`src/rtl/mseq_pkg.sv`:
```
package mseq_pkg;

   typedef enum logic [2:0] {
      JK_NEXT   = 3'd0,
      JK_CARRY  = 3'd1,
      JK_ZERO   = 3'd2,
      JK_POS    = 3'd3,
      JK_NEG    = 3'd4,
      JK_ALWAYS = 3'd5,
      JK_CALL   = 3'd6,
      JK_RET    = 3'd7
   } jump_kind_e;

   localparam int unsigned DWELL_W = 3;

   // Clocks a word occupies, from its 2-bit dwell field.
   function automatic logic [DWELL_W-1:0] dwell_of(input logic [1:0] f);
      return (f == 2'd3) ? DWELL_W'(2) : DWELL_W'(3) + DWELL_W'(f);
   endfunction

endpackage

```
`src/rtl/mseq_dwell.sv`:
```
module mseq_dwell
   import mseq_pkg::*;
#(
   parameter int unsigned TFW = 2
) (
   input  logic           clk,
   input  logic           rst_n,
   input  logic           run,
   input  logic [TFW-1:0] tfield,
   output logic           last,
   output logic [DWELL_W-1:0] dwell
);
   localparam int unsigned EW = DWELL_W;

   generate
      if (TFW != 2) begin : g_bad_tfw
         $error("mseq_dwell: dwell field must be 2 bits wide");
      end
   endgenerate

   logic [EW-1:0] elapsed;

   assign dwell = dwell_of(tfield[1:0]);
   assign last  = run && (elapsed == dwell - EW'(1));

   always_ff @(posedge clk or negedge rst_n) begin
      if (!rst_n)
         elapsed <= '0;
      else if (!run || last)
         elapsed <= '0;
      else
         elapsed <= elapsed + EW'(1);
   end
endmodule

```
`src/rtl/mseq_stack.sv`:
```
module mseq_stack #(
   parameter int unsigned AW    = 10,
   parameter int unsigned DEPTH = 16
) (
   input  logic          clk,
   input  logic          rst_n,
   input  logic          clear_sp,
   input  logic          push,
   input  logic          pop,
   input  logic [AW-1:0] push_data,
   output logic [AW-1:0] top
);
   localparam int unsigned SPW = (DEPTH > 1) ? $clog2(DEPTH) : 1;

   generate
      if ((DEPTH & (DEPTH - 1)) != 0 || DEPTH < 2) begin : g_bad_depth
         $error("mseq_stack: DEPTH must be a power of two, at least 2");
      end
   endgenerate

   logic [SPW-1:0] sp;
   logic [SPW-1:0] sp_below;
   logic [AW-1:0]  slot [DEPTH];

   assign sp_below = sp - SPW'(1);
   assign top      = slot[sp_below];

   always_ff @(posedge clk or negedge rst_n) begin
      if (!rst_n)
         sp <= '0;
      else if (clear_sp)
         sp <= '0;
      else if (push)
         sp <= sp + SPW'(1);
      else if (pop)
         sp <= sp_below;
   end

   generate
      for (genvar i = 0; i < DEPTH; i++) begin : g_slot
         always_ff @(posedge clk or negedge rst_n) begin
            if (!rst_n)
               slot[i] <= '0;
            else if (push && !clear_sp && sp == SPW'(i))
               slot[i] <= push_data;
         end
      end
   endgenerate
endmodule

```
`src/rtl/mseq_next.sv`:
```
module mseq_next
   import mseq_pkg::*;
#(
   parameter int unsigned AW = 10
) (
   input  logic [AW-1:0] pc,
   input  logic [2:0]    jkind,
   input  logic [AW-1:0] target,
   input  logic          fc,
   input  logic          fz,
   input  logic          fn,
   input  logic [AW-1:0] stack_top,
   output logic [AW-1:0] next_pc,
   output logic [AW-1:0] link_pc,
   output logic          want_push,
   output logic          want_pop
);
   jump_kind_e kind;
   logic       taken;

   assign kind    = jump_kind_e'(jkind);
   assign link_pc = pc + AW'(1);

   always_comb begin
      taken     = 1'b0;
      want_push = 1'b0;
      want_pop  = 1'b0;
      unique case (kind)
         JK_NEXT:   taken = 1'b0;
         JK_CARRY:  taken = fc;
         JK_ZERO:   taken = fz;
         JK_POS:    taken = !fn;
         JK_NEG:    taken = fn;
         JK_ALWAYS: taken = 1'b1;
         JK_CALL: begin
            taken     = 1'b1;
            want_push = 1'b1;
         end
         JK_RET:    want_pop = 1'b1;
         default:   taken = 1'b0;
      endcase
   end

   always_comb begin
      if (want_pop)
         next_pc = stack_top;
      else if (taken)
         next_pc = target;
      else
         next_pc = link_pc;
   end
endmodule

```
`src/rtl/mseq_latch.sv`:
```
module mseq_latch #(
   parameter int unsigned DW = 16
) (
   input  logic          clk,
   input  logic          rst_n,
   input  logic          load,
   input  logic          from_mem,
   input  logic [DW-1:0] mem_val,
   input  logic [DW-1:0] y_val,
   output logic [DW-1:0] q
);
   always_ff @(posedge clk or negedge rst_n) begin
      if (!rst_n)
         q <= '0;
      else if (load)
         q <= from_mem ? mem_val : y_val;
   end
endmodule

```
`src/rtl/mseq_core.sv`:
```
module mseq_core
   import mseq_pkg::*;
#(
   parameter int unsigned AW    = 10,
   parameter int unsigned DW    = 16,
   parameter int unsigned DEPTH = 16,
   parameter int unsigned TFW   = 2,
   parameter int unsigned CW    = 24
) (
   input  logic           clk,
   input  logic           rst_n,
   input  logic           start,
   input  logic [2:0]     ui_jtype,
   input  logic [AW-1:0]  ui_target,
   input  logic [TFW-1:0] ui_time,
   input  logic           ui_cin_sel,
   input  logic           ui_cin_val,
   input  logic           ui_latch_en_n,
   input  logic           ui_mem_read,
   input  logic           alu_c,
   input  logic           alu_z,
   input  logic           alu_n,
   input  logic [DW-1:0]  alu_y,
   input  logic [DW-1:0]  mem_rdata,
   output logic [AW-1:0]  upc,
   output logic           retire,
   output logic           busy,
   output logic           done,
   output logic [CW-1:0]  cycle_total,
   output logic [DW-1:0]  addr_latch
);
   generate
      if (CW < DWELL_W) begin : g_bad_cw
         $error("mseq_core: CW too narrow for one dwell");
      end
      if (AW < 2) begin : g_bad_aw
         $error("mseq_core: AW must be at least 2");
      end
   endgenerate

   logic              accept;
   logic              finish;
   logic              last_clk;
   logic [DWELL_W-1:0] dwell;
   logic [AW-1:0]     next_pc;
   logic [AW-1:0]     link_pc;
   logic [AW-1:0]     stack_top;
   logic              want_push;
   logic              want_pop;

   assign accept = start && !busy;
   assign retire = last_clk;
   assign finish = retire && ui_cin_sel && ui_cin_val;

   mseq_dwell #(.TFW(TFW)) u_dwell (
      .clk    (clk),
      .rst_n  (rst_n),
      .run    (busy),
      .tfield (ui_time),
      .last   (last_clk),
      .dwell  (dwell)
   );

   mseq_next #(.AW(AW)) u_next (
      .pc        (upc),
      .jkind     (ui_jtype),
      .target    (ui_target),
      .fc        (alu_c),
      .fz        (alu_z),
      .fn        (alu_n),
      .stack_top (stack_top),
      .next_pc   (next_pc),
      .link_pc   (link_pc),
      .want_push (want_push),
      .want_pop  (want_pop)
   );

   mseq_stack #(.AW(AW), .DEPTH(DEPTH)) u_stack (
      .clk       (clk),
      .rst_n     (rst_n),
      .clear_sp  (accept),
      .push      (retire && want_push),
      .pop       (retire && want_pop),
      .push_data (link_pc),
      .top       (stack_top)
   );

   mseq_latch #(.DW(DW)) u_latch (
      .clk      (clk),
      .rst_n    (rst_n),
      .load     (retire && !ui_latch_en_n),
      .from_mem (ui_mem_read),
      .mem_val  (mem_rdata),
      .y_val    (alu_y),
      .q        (addr_latch)
   );

   always_ff @(posedge clk or negedge rst_n) begin
      if (!rst_n) begin
         busy        <= 1'b0;
         done        <= 1'b0;
         upc         <= '0;
         cycle_total <= '0;
      end else begin
         done <= finish;
         if (accept) begin
            busy        <= 1'b1;
            upc         <= '0;
            cycle_total <= '0;
         end else if (retire) begin
            upc         <= next_pc;
            cycle_total <= cycle_total + CW'(dwell);
            if (finish)
               busy <= 1'b0;
         end
      end
   end
endmodule

```
`config.mk`:
```
export PLATFORM = sky130hd
export DESIGN_NAME = mseq_core
export DESIGN_NICKNAME = d
export VERILOG_FILES = /design/src/rtl/mseq_pkg.sv /design/src/rtl/mseq_dwell.sv /design/src/rtl/mseq_stack.sv /design/src/rtl/mseq_next.sv /design/src/rtl/mseq_latch.sv /design/src/rtl/mseq_core.sv
export SDC_FILE = /design/constraint.sdc
export NUM_CORES = 1
export LEC_CHECK = 0
export ABC_AREA = 1
export ABC_CLOCK_PERIOD_IN_PS = 2360
export BUFFER_PORTS_ARGS = -buffer_cell sky130_fd_sc_hd__buf_4
export CAP_MARGIN = 20
export CORE_MARGIN = 2
export CORE_UTILIZATION = 50
export CTS_CLUSTER_DIAMETER = 30
export DETAILED_ROUTE_END_ITERATION = 7
export PLACE_DENSITY = 0.72
export RECOVER_POWER = 25
export SYNTH_ARGS = -nofsm -noshare
export SYNTH_HDL_FRONTEND = slang
export SYNTH_SLANG_ARGS = --single-unit
export TNS_END_PERCENT = 1
```
`constraint.sdc`:
```
create_clock -name clk -period 2.36 [get_ports clk]
set_clock_uncertainty 0.05 [all_clocks]
set_input_delay 0.118 -clock clk [delete_from_list [all_inputs] [get_ports clk]]
set_output_delay 0.118 -clock clk [all_outputs]
set_load 0.02 [all_outputs]
```
==> flow_metrics.env, run 1 <==
export IMPL_syn_to_final_growth_pct=29.3
export IMPL_start_kind="register"
export IMPL_die_w_um=158
export IMPL_wire_per_inst_um=16.9
export IMPL_regArea_um2=5480
export IMPL_maxSlewHeadroom=-0.201
export IMPL_wl_mm=35.6
export IMPL_reg2reg_from="u_stack.sp[1]"
export IMPL_grt_use_total=0.293
export IMPL_crit_type="reg2out"
export IMPL_grt_first_pass_wirelength_mm=57.4
export IMPL_synth_cell_types=37
export IMPL_cts_buffer_depth=3
export IMPL_synth_top_area_cell="dfrtp_1"
export IMPL_cts_tree="yes"
export IMPL_multi_input_area_um2=5550
export IMPL_root_buffer="clkbuf_16"
export IMPL_final_nets=1823
export IMPL_crit_arrival_ns=2.01
export IMPL_min_from="ui_latch_en_n"
export IMPL_nFillCells=1905
export IMPL_ys_seq_area_frac=0.464
export IMPL_met3_usage=0.0556
export IMPL_synth_area_leaders="dfrtp_1 (46%), nand2_1 (20%), nand3_1 (8.2%)"
export IMPL_rows=56
export IMPL_hold_path_end="u_latch.q[4]"
export IMPL_setup_tns_ns=0
export IMPL_synth_top_area_frac=0.464
export IMPL_netlist_area_um2=11800
export IMPL_overflow=0
export IMPL_power_leakage_nw=7.97
export IMPL_stdcell_area_um2=15300
export IMPL_clk_pin_slew_ns=0.05
export IMPL_grt_pass1_vias=11100
export IMPL_clk_latency_ns=0.54
export IMPL_rsz0062_at_grt="no"
export IMPL_hpwl_mm=23.2
export IMPL_hold_path_class="in2reg"
export IMPL_status="finished with violations"
export IMPL_grt_util_met1=0.385
export IMPL_finalHoldViolations=0
export IMPL_ys_seq_elements=219
export IMPL_period_share=0.923
export IMPL_max_freq_ghz=0.459
export IMPL_p_sw_w=0.00796
export IMPL_drive_gt1_frac=0.155
export IMPL_syn_area_per_cell_um2=7.44
export IMPL_async_reset_ff_frac=1.00
export IMPL_power_density_nw_per_um2=1290
export IMPL_min_path_cells=5
export IMPL_cpMostUsedCell="buf_4"
export IMPL_synth_edf_count=0
export IMPL_worstMarginPinSlew_ns=1.80
export IMPL_combPwrFrac=0.392
export IMPL_core_area_um2=23300
export IMPL_r2r_setup_slack_ns=0.19
export IMPL_cts_buffers=49
export IMPL_synth_flop_cell="dfrtp_1"
export IMPL_busiest_layer="met2"
export IMPL_r2r_end="upc[3]"
export IMPL_crit_path_end_kind="output port"
export IMPL_path_cells="xor2_1, nor2_2, nand3_4, clkinvlp_4, buf_4, buf_4"
export IMPL_drt_drc_violations_left=0
export IMPL_yosysMostFrequentCell="nand2_1"
export IMPL_netlist_instances=1586
export IMPL_ys_warn_count=0
export IMPL_route_vias_total=11500
export IMPL_via_per_inst=5.45
export IMPL_syn_nets=1656
export IMPL_r2r_cells=11
export IMPL_first_pass_iters=5
export IMPL_p_clk_frac=0.354
export IMPL_htreeDepth=2
export IMPL_peakVddDrop_v=0.000926
export IMPL_switching_share=0.405
export IMPL_die_h_um=158
export IMPL_grt_max_degree=70
export IMPL_power_w=0.0196
export IMPL_max_stage_delay_ns=0.40
export IMPL_drtIter0Drc=1236
export IMPL_grt_met2_usage=0.474
export IMPL_cpMaxStageDelayCell="dfrtp_1"
export IMPL_critical_path_max_fanout=11
export IMPL_ant_nets=0
export IMPL_die_area_um2=24800
export IMPL_min_period_ns=2.18
export IMPL_seqPwrFrac=0.254
export IMPL_drv_slew=68
export IMPL_p_int_w=0.0117
export IMPL_drv_cap=1
export IMPL_synth_commonest_cells="nand2_1 (631), dfrtp_1 (219), nand3_1 (194)"
export IMPL_ios=110
export IMPL_postPlaceCellArea_um2=13100
export IMPL_start_util=0.506
export IMPL_port_buffers=109
export IMPL_cp_required_ns=2.19
export IMPL_routabilityCongestion=0.906
export IMPL_violations="capacitance limit, slew limit"
export IMPL_clock_sinks=219
export IMPL_antennaDiodeCount=0
export IMPL_antenna_found_initial=0
export IMPL_finalSetupViolations=0
## stage by stage
stage / cells / util / setup WS [ns] / hold slack (ns)
after global placement: 1975 / 0.561 / 0.141 / 0.0660
after CTS: 2110 / 0.654 / 0.0842 / 0.00656
after detailed placement: 1975 / 0.561 / 0.0538 / 0.0696
after global routing: 2110 / 0.654 / 0.0238 / 0.0215
final: 2110 / 0.654 / 0.182 / 0.0111
after floorplan: 1586 / - / 0.0186 / -0.228
## metal layers
layer  wire length, µm  part of all wire
met1             15000              0.42
met4              1400             0.039
met2             16900              0.47
met5                 0                 0
met3              2350             0.066
## area by class of cell
class / count / share of cell area
clock buffers: 60 / 0.0897
clock inverters: 29 / 0.0225
inverters: 91 / 0.0229
multi-input cells: 1184 / 0.364
flip-flops and latches: 219 / 0.359
well taps: 319 / 0.0262
repair buffers: 208 / 0.116
## kinds of logic after synthesis
family / Yosys count / share of synthesized area
AOI/OAI and AO/OA: 244 / 0.109
xor gates and xnor gates: 11 / 0.00880
adders and majority gates: 13 / 0.0144
buffers and inverters: 183 / 0.0656
DFF: 219 / 0.464
and+or+nand+nor: 916 / 0.337
## what timing repair did
item,in CTS,in global routing
gates resized for setup,0,2
hold endpoints to repair,154,0
setup buffers,0,0
endpoints found under the setup margin,0,21
hold buffers,46,0
## flip-flops by register name, indices dropped and copies added, names as in the netlist
name / flops
upc: 10
cycle_total: 24
u_latch.q: 16
u_stack.sp: 4
u_stack.slot: 160
busy: 1
done: 1
u_dwell.elapsed: 3
## how the worst max path moves through the flow
stage	from	end	slack, ns	depth (start not counted)
3_5_place_dp	ui_time[0]	cycle_total[18]	0.05	14
4_1_cts	u_dwell.elapsed[2]	retire	0.08	6
6_report	u_dwell.elapsed[2]	retire	0.18	6
5_1_grt	u_stack.sp[1]	upc[3]	0.02	11
2_1_floorplan	u_stack.sp[0]	upc[1]	0.02	16
3_3_place_gp	u_stack.sp[0]	u_stack.slot[131]	0.14	7
## cell usage in the layout (no fill, tap or decap), types with 10 or more instances in the layout
cell,synthesis,routed
nand2_1,631,631
dfrtp_1,219,218
nand3_1,194,194
buf_4,0,151
o21ai_0,138,138
inv_1,85,85
o21ai_1,60,60
clkbuf_16,0,49
nor2_1,48,47
dlygate4sd3_1,0,46
a21oi_1,19,19
o21a_1,16,16
nand4_1,13,13
nor2_8,13,13
ha_1,12,12
clkinvlp_4,0,11
nor3_1,10,10
clkbuf_8,0,10
## critical path, delay by kind of cell (launching register included)
kind	cells	cell delay, ns
xor gates and xnor gates	1	0.18
DFF	1	0.40
and+or+nand+nor	2	0.30
buffers and inverters	3	0.60
## power groups by stage
| stage | registers (W) | clock network [W] | logic [W] |
|---|---|---|---|
| global route | 0.00505 | 0.00720 | 0.00830 |
| floorplan | 0.00523 | 0 | 0.00429 |
| detailed placement | 0.00500 | 0 | 0.00747 |
| finish | 0.00498 | 0.00695 | 0.00770 |
| global placement | 0.00498 | 0 | 0.00740 |
| CTS | 0.00496 | 0.00701 | 0.00759 |
Note: power is estimated with default switching activity, not from simulation.
==> run 2, diff against run 1 <==
--- a/config.mk
+++ b/config.mk
@@ -6,7 +6,7 @@
 export NUM_CORES = 1
 export LEC_CHECK = 0
 export ABC_AREA = 1
-export ABC_CLOCK_PERIOD_IN_PS = 2360
+export ABC_CLOCK_PERIOD_IN_PS = 1800
 export BUFFER_PORTS_ARGS = -buffer_cell sky130_fd_sc_hd__buf_4
 export CAP_MARGIN = 20
 export CORE_MARGIN = 2
==> constraint.sdc (replaced) <==
create_clock -name clk -period 1.8 [get_ports clk]
set_clock_uncertainty 0.05 [all_clocks]
set_input_delay 0.09 -clock clk [delete_from_list [all_inputs] [get_ports clk]]
set_output_delay 0.09 -clock clk [all_outputs]
set_load 0.02 [all_outputs]
==> run 2 against run 1 <==
The run ends with capacitance limit, slew limit, setup timing left; first-iteration DRC count is 24% higher; register-to-register slack got worse by 0.39 ns; sequential power grew 30%; cell count rose by 4.5%; count of clock-buffer cells in the layout rose by 7; via count up 7.8%; critical path type is now reg2reg; critical endpoint is now upc[1]; largest power group unchanged.
==> flow_metrics.env, run 2 (synthesized netlist as in run 1, its figures left out) <==
export IMPL_mostFrequentLayoutCells="nand2_1 (612), dfrtp_1 (217), buf_4 (200)"
export IMPL_drv_cap=1
export IMPL_start_kind="register"
export IMPL_worstMarginPinSlew_ns=1.53
export IMPL_overflow=0
export IMPL_hpwl_mm=24.8
export IMPL_drv_slew=58
export IMPL_violations="capacitance limit, slew limit, setup timing"
export IMPL_largest_reg_flops=160
export IMPL_cts_buffers=54
export IMPL_die_area_um2=24800
export IMPL_syn_to_final_growth_pct=43.2
export IMPL_min_path_cells=5
export IMPL_setup_ws_ns=-0.198
export IMPL_grt_first_pass_wirelength_mm=63.4
export IMPL_period_share=1.11
export IMPL_rows=56
export IMPL_via_per_inst=5.62
export IMPL_routabilityCongestion=0.956
export IMPL_power_density_nw_per_um2=1820
export IMPL_grt_pass1_vias=12000
export IMPL_antennaDiodeCount=0
export IMPL_maxSlewHeadroom=-0.0181
export IMPL_reg_top3="u_stack.slot: 160 flops, cycle_total: 24 flops, u_latch.q: 16 flops"
export IMPL_htreeDepth=2
export IMPL_crit_arrival_ns=2.40
export IMPL_ios=110
export IMPL_wire_per_inst_um=18.5
export IMPL_route_vias_total=12400
export IMPL_r2r_cells=14
export IMPL_first_pass_iters=7
export IMPL_die_h_um=158
export IMPL_finalHoldViolations=0
export IMPL_core_area_um2=23300
export IMPL_drt_drc_violations_left=0
export IMPL_cts_buffer_depth=3
export IMPL_drive_gt1_frac=0.244
export IMPL_postPlaceCellArea_um2=13800
export IMPL_rsz0062_at_grt="yes"
export IMPL_cts_tree="yes"
export IMPL_start_util=0.506
export IMPL_dp_cells=2040
export IMPL_max_freq_ghz=0.501
export IMPL_cp_required_ns=2.20
export IMPL_grt_max_degree=61
export IMPL_layout_commonest_cell="nand2_1"
export IMPL_min_period_ns=2.00
export IMPL_nFillCells=1613
export IMPL_peakVddDrop_v=0.00101
export IMPL_antenna_found_initial=0
export IMPL_die_w_um=158
export IMPL_stdcell_area_um2=16900
export IMPL_root_buffer="clkbuf_16"
export IMPL_ant_nets=0
export IMPL_clock_sinks=219
export IMPL_power_leakage_nw=8.76
export IMPL_critical_path_max_fanout=5
export IMPL_clk_pin_slew_ns=0.05
export IMPL_drtIter0Drc=1538
export IMPL_post_route_util=0.724
export IMPL_status="finished with violations"
export IMPL_clk_latency_ns=0.57
export IMPL_crit_path_end_kind="register"
export IMPL_wl_mm=40.7
export IMPL_finalSetupViolations=168
export IMPL_crit_type="reg2reg"
export IMPL_port_buffers=109
export IMPL_grt_use_total=0.324
export IMPL_final_cells=2205
export IMPL_final_nets=1911
export IMPL_hold_path_class="in2reg"
export IMPL_largest_register="u_stack.slot"
==> run 2: changes by cell type in the layout (fill, tap and decap cells not counted), moves of 11 or more <==
cell	before	now
buf_12	7	18
nand3_2	1	51
buf_6	2	13
nand2_1	631	612
o21ai_0	138	116
nand2_2	0	18
o21ai_1	60	82
buf_4	151	200
nand3_1	194	142
==> run 2: critical path: stages (launching register included) <==
cell and delay (ns):
dfrtp_2 0.38, clkinv_4 0.07, buf_4 0.15, ha_4 0.16, inv_1 0.07, nand2_2 0.07, nand2_4 0.15, inv_6 0.06
clkbuf_16 0.16, nand3_1 0.11, nand3_2 0.13, nand2_2 0.11, nand2_1 0.05, nand3_1 0.08, nand2_1 0.07
==> run 2: area by class of cell <==
type,count,area (µm²),area share
inverter,91,369,0.0218
tap,319,399,0.0236
clock buffer,67,1480,0.0877
timing repair buffer,291,2670,0.158
clock inverter,34,515,0.0305
multi-input combinational,1184,5980,0.354
sequential,219,5480,0.324
==> run 2: what timing repair did <==
item | in CTS | in global routing
hold endpoints to repair | 252 | 0
gates cloned | 0 | 6
setup buffers | 5 | 5
hold buffers | 49 | 0
resized for setup | 75 | 68
pin swaps | 4 | 16
endpoints found under the setup margin | 60 | 215
==> run 2: power breakdown <==
part / switching, W / internal [W] / leakage, nW
clock network: 0.00317 / 0.00742 / 0.969
registers: 0.000643 / 0.00583 / 2.94
logic: 0.00846 / 0.00528 / 4.86
total: 0.0123 / 0.0185 / 8.76
==> run 2: worst paths after layout <==
check	from	to	slack, ns
worst min register to register	u_stack.slot[52]	u_stack.slot[52]	0.43
min in group asynchronous	rst_n	u_latch.q[10]	0.41
worst max-delay path	u_stack.sp[0]	upc[1]	-0.20
max in group asynchronous	rst_n	u_stack.slot[90]	0.24
worst max register to register	u_stack.sp[0]	upc[1]	-0.20
worst min-delay path	ui_time[0]	cycle_total[0]	0.11
==> run 2: through the flow <==
step	hold slack (ns)	setup WS (ns)	setup TNS, ns	power, W
5_1_grt	0.126	-0.248	-24.64	0.0320
3_3_place_gp	0.0331	-0.223	-12.29	0.0177
3_5_place_dp	0.0198	-0.265	-19.88	0.0179
4_1_cts	0.0438	-0.194	-5.71	0.0293
2_1_floorplan	-0.256	-0.241	-4.45	0.0128
6_report	0.110	-0.198	-6.49	0.0308
==> run 2: per-layer routing <==
layer / part of all wire / GRT usage / vias up
li1: - / - / 5666
met1: 0.39 / 0.425 / 5846
met2: 0.47 / 0.508 / 710
met3: 0.094 / 0.0725 / 160
met4: 0.050 / 0.160 / 0
met5: 0 / 0 / -
==> run 3, diff against run 2 <==
==> constraint.sdc (replaced) <==
create_clock -name clk -period 1.8 [get_ports clk]
set_clock_uncertainty 0.05 [all_clocks]
set_input_delay 0.18 -clock clk [delete_from_list [all_inputs] [get_ports clk]]
set_output_delay 0.18 -clock clk [all_outputs]
set_load 0.02 [all_outputs]
==> run 3 against run 2 <==
The flow finishes with violations (setup timing); via count decreased by 2.6%; cell count down 0.91%; critical endpoint is now retire; core utilization decreased by 2.2 points; cell area is 3.0% lower; critical path depth is 7 lower; clock power down 6%; critical path type is now reg2out; count of clock-buffer cells in the layout fell by 3.
==> flow_metrics.env, run 3 (synthesized netlist as in run 1, its figures left out) <==
export IMPL_reg_top3="u_stack.slot: 160 flops, cycle_total: 24 flops, u_latch.q: 16 flops"
export IMPL_crit_type="reg2out"
export IMPL_cpMostUsedCell="buf_6"
export IMPL_regArea_um2=5480
export IMPL_wire_per_inst_um=17.6
export IMPL_drive_gt1_frac=0.225
export IMPL_worstMarginPinSlew_ns=1.38
export IMPL_start_util=0.506
export IMPL_drv_cap=0
export IMPL_syn_to_final_growth_pct=38.9
export IMPL_port_buffers=109
export IMPL_route_vias_total=12100
export IMPL_status="finished with violations"
export IMPL_violations="setup timing"
export IMPL_peakVddDrop_v=0.00112
export IMPL_nFillCells=1750
export IMPL_cp_required_ns=1.57
export IMPL_drv_slew=0
export IMPL_finalHoldViolations=0
export IMPL_setup_ws_ns=-0.185
export IMPL_cts_buffers=53
export IMPL_max_freq_ghz=0.504
export IMPL_critical_path_max_fanout=2
export IMPL_cpMaxStageDelayCell="dfrtp_1"
export IMPL_wl_mm=38.4
export IMPL_maxSlewHeadroom=0.0809
export IMPL_cts_buffer_depth=3
export IMPL_largest_reg_flops=160
export IMPL_hold_path_class="in2reg"
export IMPL_core_area_um2=23300
export IMPL_met3_usage=0.0583
export IMPL_ant_nets=0
export IMPL_routabilityCongestion=0.935
export IMPL_grt_max_degree=56
export IMPL_power_w=0.0289
export IMPL_die_h_um=158
export IMPL_via_per_inst=5.52
export IMPL_overflow=0
export IMPL_die_area_um2=24800
export IMPL_root_buffer="clkbuf_16"
export IMPL_grt_pass1_vias=11500
export IMPL_setup_tns_ns=-7.11
export IMPL_drtIter0Drc=1321
export IMPL_antennaDiodeCount=0
export IMPL_antenna_found_initial=0
export IMPL_busiest_layer="met2"
export IMPL_clk_latency_ns=0.55
export IMPL_die_w_um=158
export IMPL_grt_use_total=0.313
export IMPL_start_kind="register"
export IMPL_power_leakage_nw=8.53
export IMPL_grt_util_met1=0.426
export IMPL_finalSetupViolations=171
export IMPL_ios=110
export IMPL_htreeDepth=2
export IMPL_mostFrequentLayoutCells="nand2_1 (624), dfrtp_1 (217), buf_4 (203)"
export IMPL_rows=56
export IMPL_crit_path_end_kind="output port"
export IMPL_period_share=1.10
export IMPL_grt_met2_usage=0.487
export IMPL_drt_drc_violations_left=0
export IMPL_final_nets=1892
export IMPL_first_pass_iters=6
export IMPL_clk_pin_slew_ns=0.04
export IMPL_holdWs_ns=0.0312
export IMPL_crit_arrival_ns=1.75
export IMPL_layout_commonest_cell="nand2_1"
export IMPL_path_cells="xnor2_2, nor2_2, nand3_4, buf_6, clkinv_4, buf_6, buf_6"
export IMPL_cts_tree="yes"
export IMPL_max_stage_delay_ns=0.41
export IMPL_largest_register="u_stack.slot"
export IMPL_multi_input_area_um2=5850
export IMPL_clock_sinks=219
export IMPL_min_period_ns=1.98
export IMPL_hpwl_mm=25.0
export IMPL_power_density_nw_per_um2=1760
export IMPL_rsz0062_at_grt="yes"
export IMPL_grt_first_pass_wirelength_mm=61.0
## run 3: cell type report
| cell class | count | share of cell area |
|---|---|---|
| flip-flops and latches | 219 | 0.335 |
| well taps | 319 | 0.0244 |
| repair buffers | 273 | 0.147 |
| clock buffers | 64 | 0.0879 |
| clock inverters | 35 | 0.0271 |
| multi-input cells | 1184 | 0.357 |
| inverters | 91 | 0.0222 |
## run 3: metal layers
| layer | vias to the layer above | share of wire |
|---|---|---|
| met1 | 5677 | 0.40 |
| met5 | - | 0 |
| li1 | 5656 | - |
| met2 | 608 | 0.47 |
| met3 | 124 | 0.088 |
| met4 | 0 | 0.041 |
## run 3: worst max-delay path, delay by kind of cell, from the launching register on
family,cells,cell delay (ns)
xor+xnor,1,0.16
buf+inv,4,0.38
simple gates,2,0.26
flops,1,0.41
## run 3: worst paths after layout
path	cells after the start	endpoint	slack (ns)	startpoint
max	7	retire	-0.18	u_dwell.elapsed[1]
min	5	upc[0]	0.03	ui_target[0]
max reg2reg	12	upc[5]	-0.15	u_stack.sp[0]
min reg2reg	2	u_stack.slot[92]	0.42	u_stack.slot[92]
max in group asynchronous	3	u_stack.slot[125]	0.22	rst_n
min in group asynchronous	2	u_stack.sp[2]	0.45	rst_n
## run 3: per-stage QoR
step / setup slack, ns / instance area (µm²) / std cells / util
floorplan: -0.241 / 11900 / 1586 / -
global placement: -0.328 / 13800 / 2042 / 0.592
detailed placement: -0.331 / 13800 / 2042 / 0.592
CTS: -0.185 / 16300 / 2185 / 0.698
global route: -0.244 / 16400 / 2185 / 0.702
finish: -0.185 / 16400 / 2185 / 0.702
## run 3: repair_timing
item,4_1_cts,5_1_grt
endpoints found under the setup margin,72,212
pin swaps,7,9
buffers inserted,6,0
gates resized for setup,54,56
hold buffers,38,0
endpoints found under the hold margin,246,0
## run 3: where the power goes
part	switching, W	leakage, nW	internal (W)
Combinational	0.00787	4.69	0.00457
Sequential	0.000653	2.94	0.00583
Clock	0.00303	0.911	0.00696
Total	0.0116	8.53	0.0174
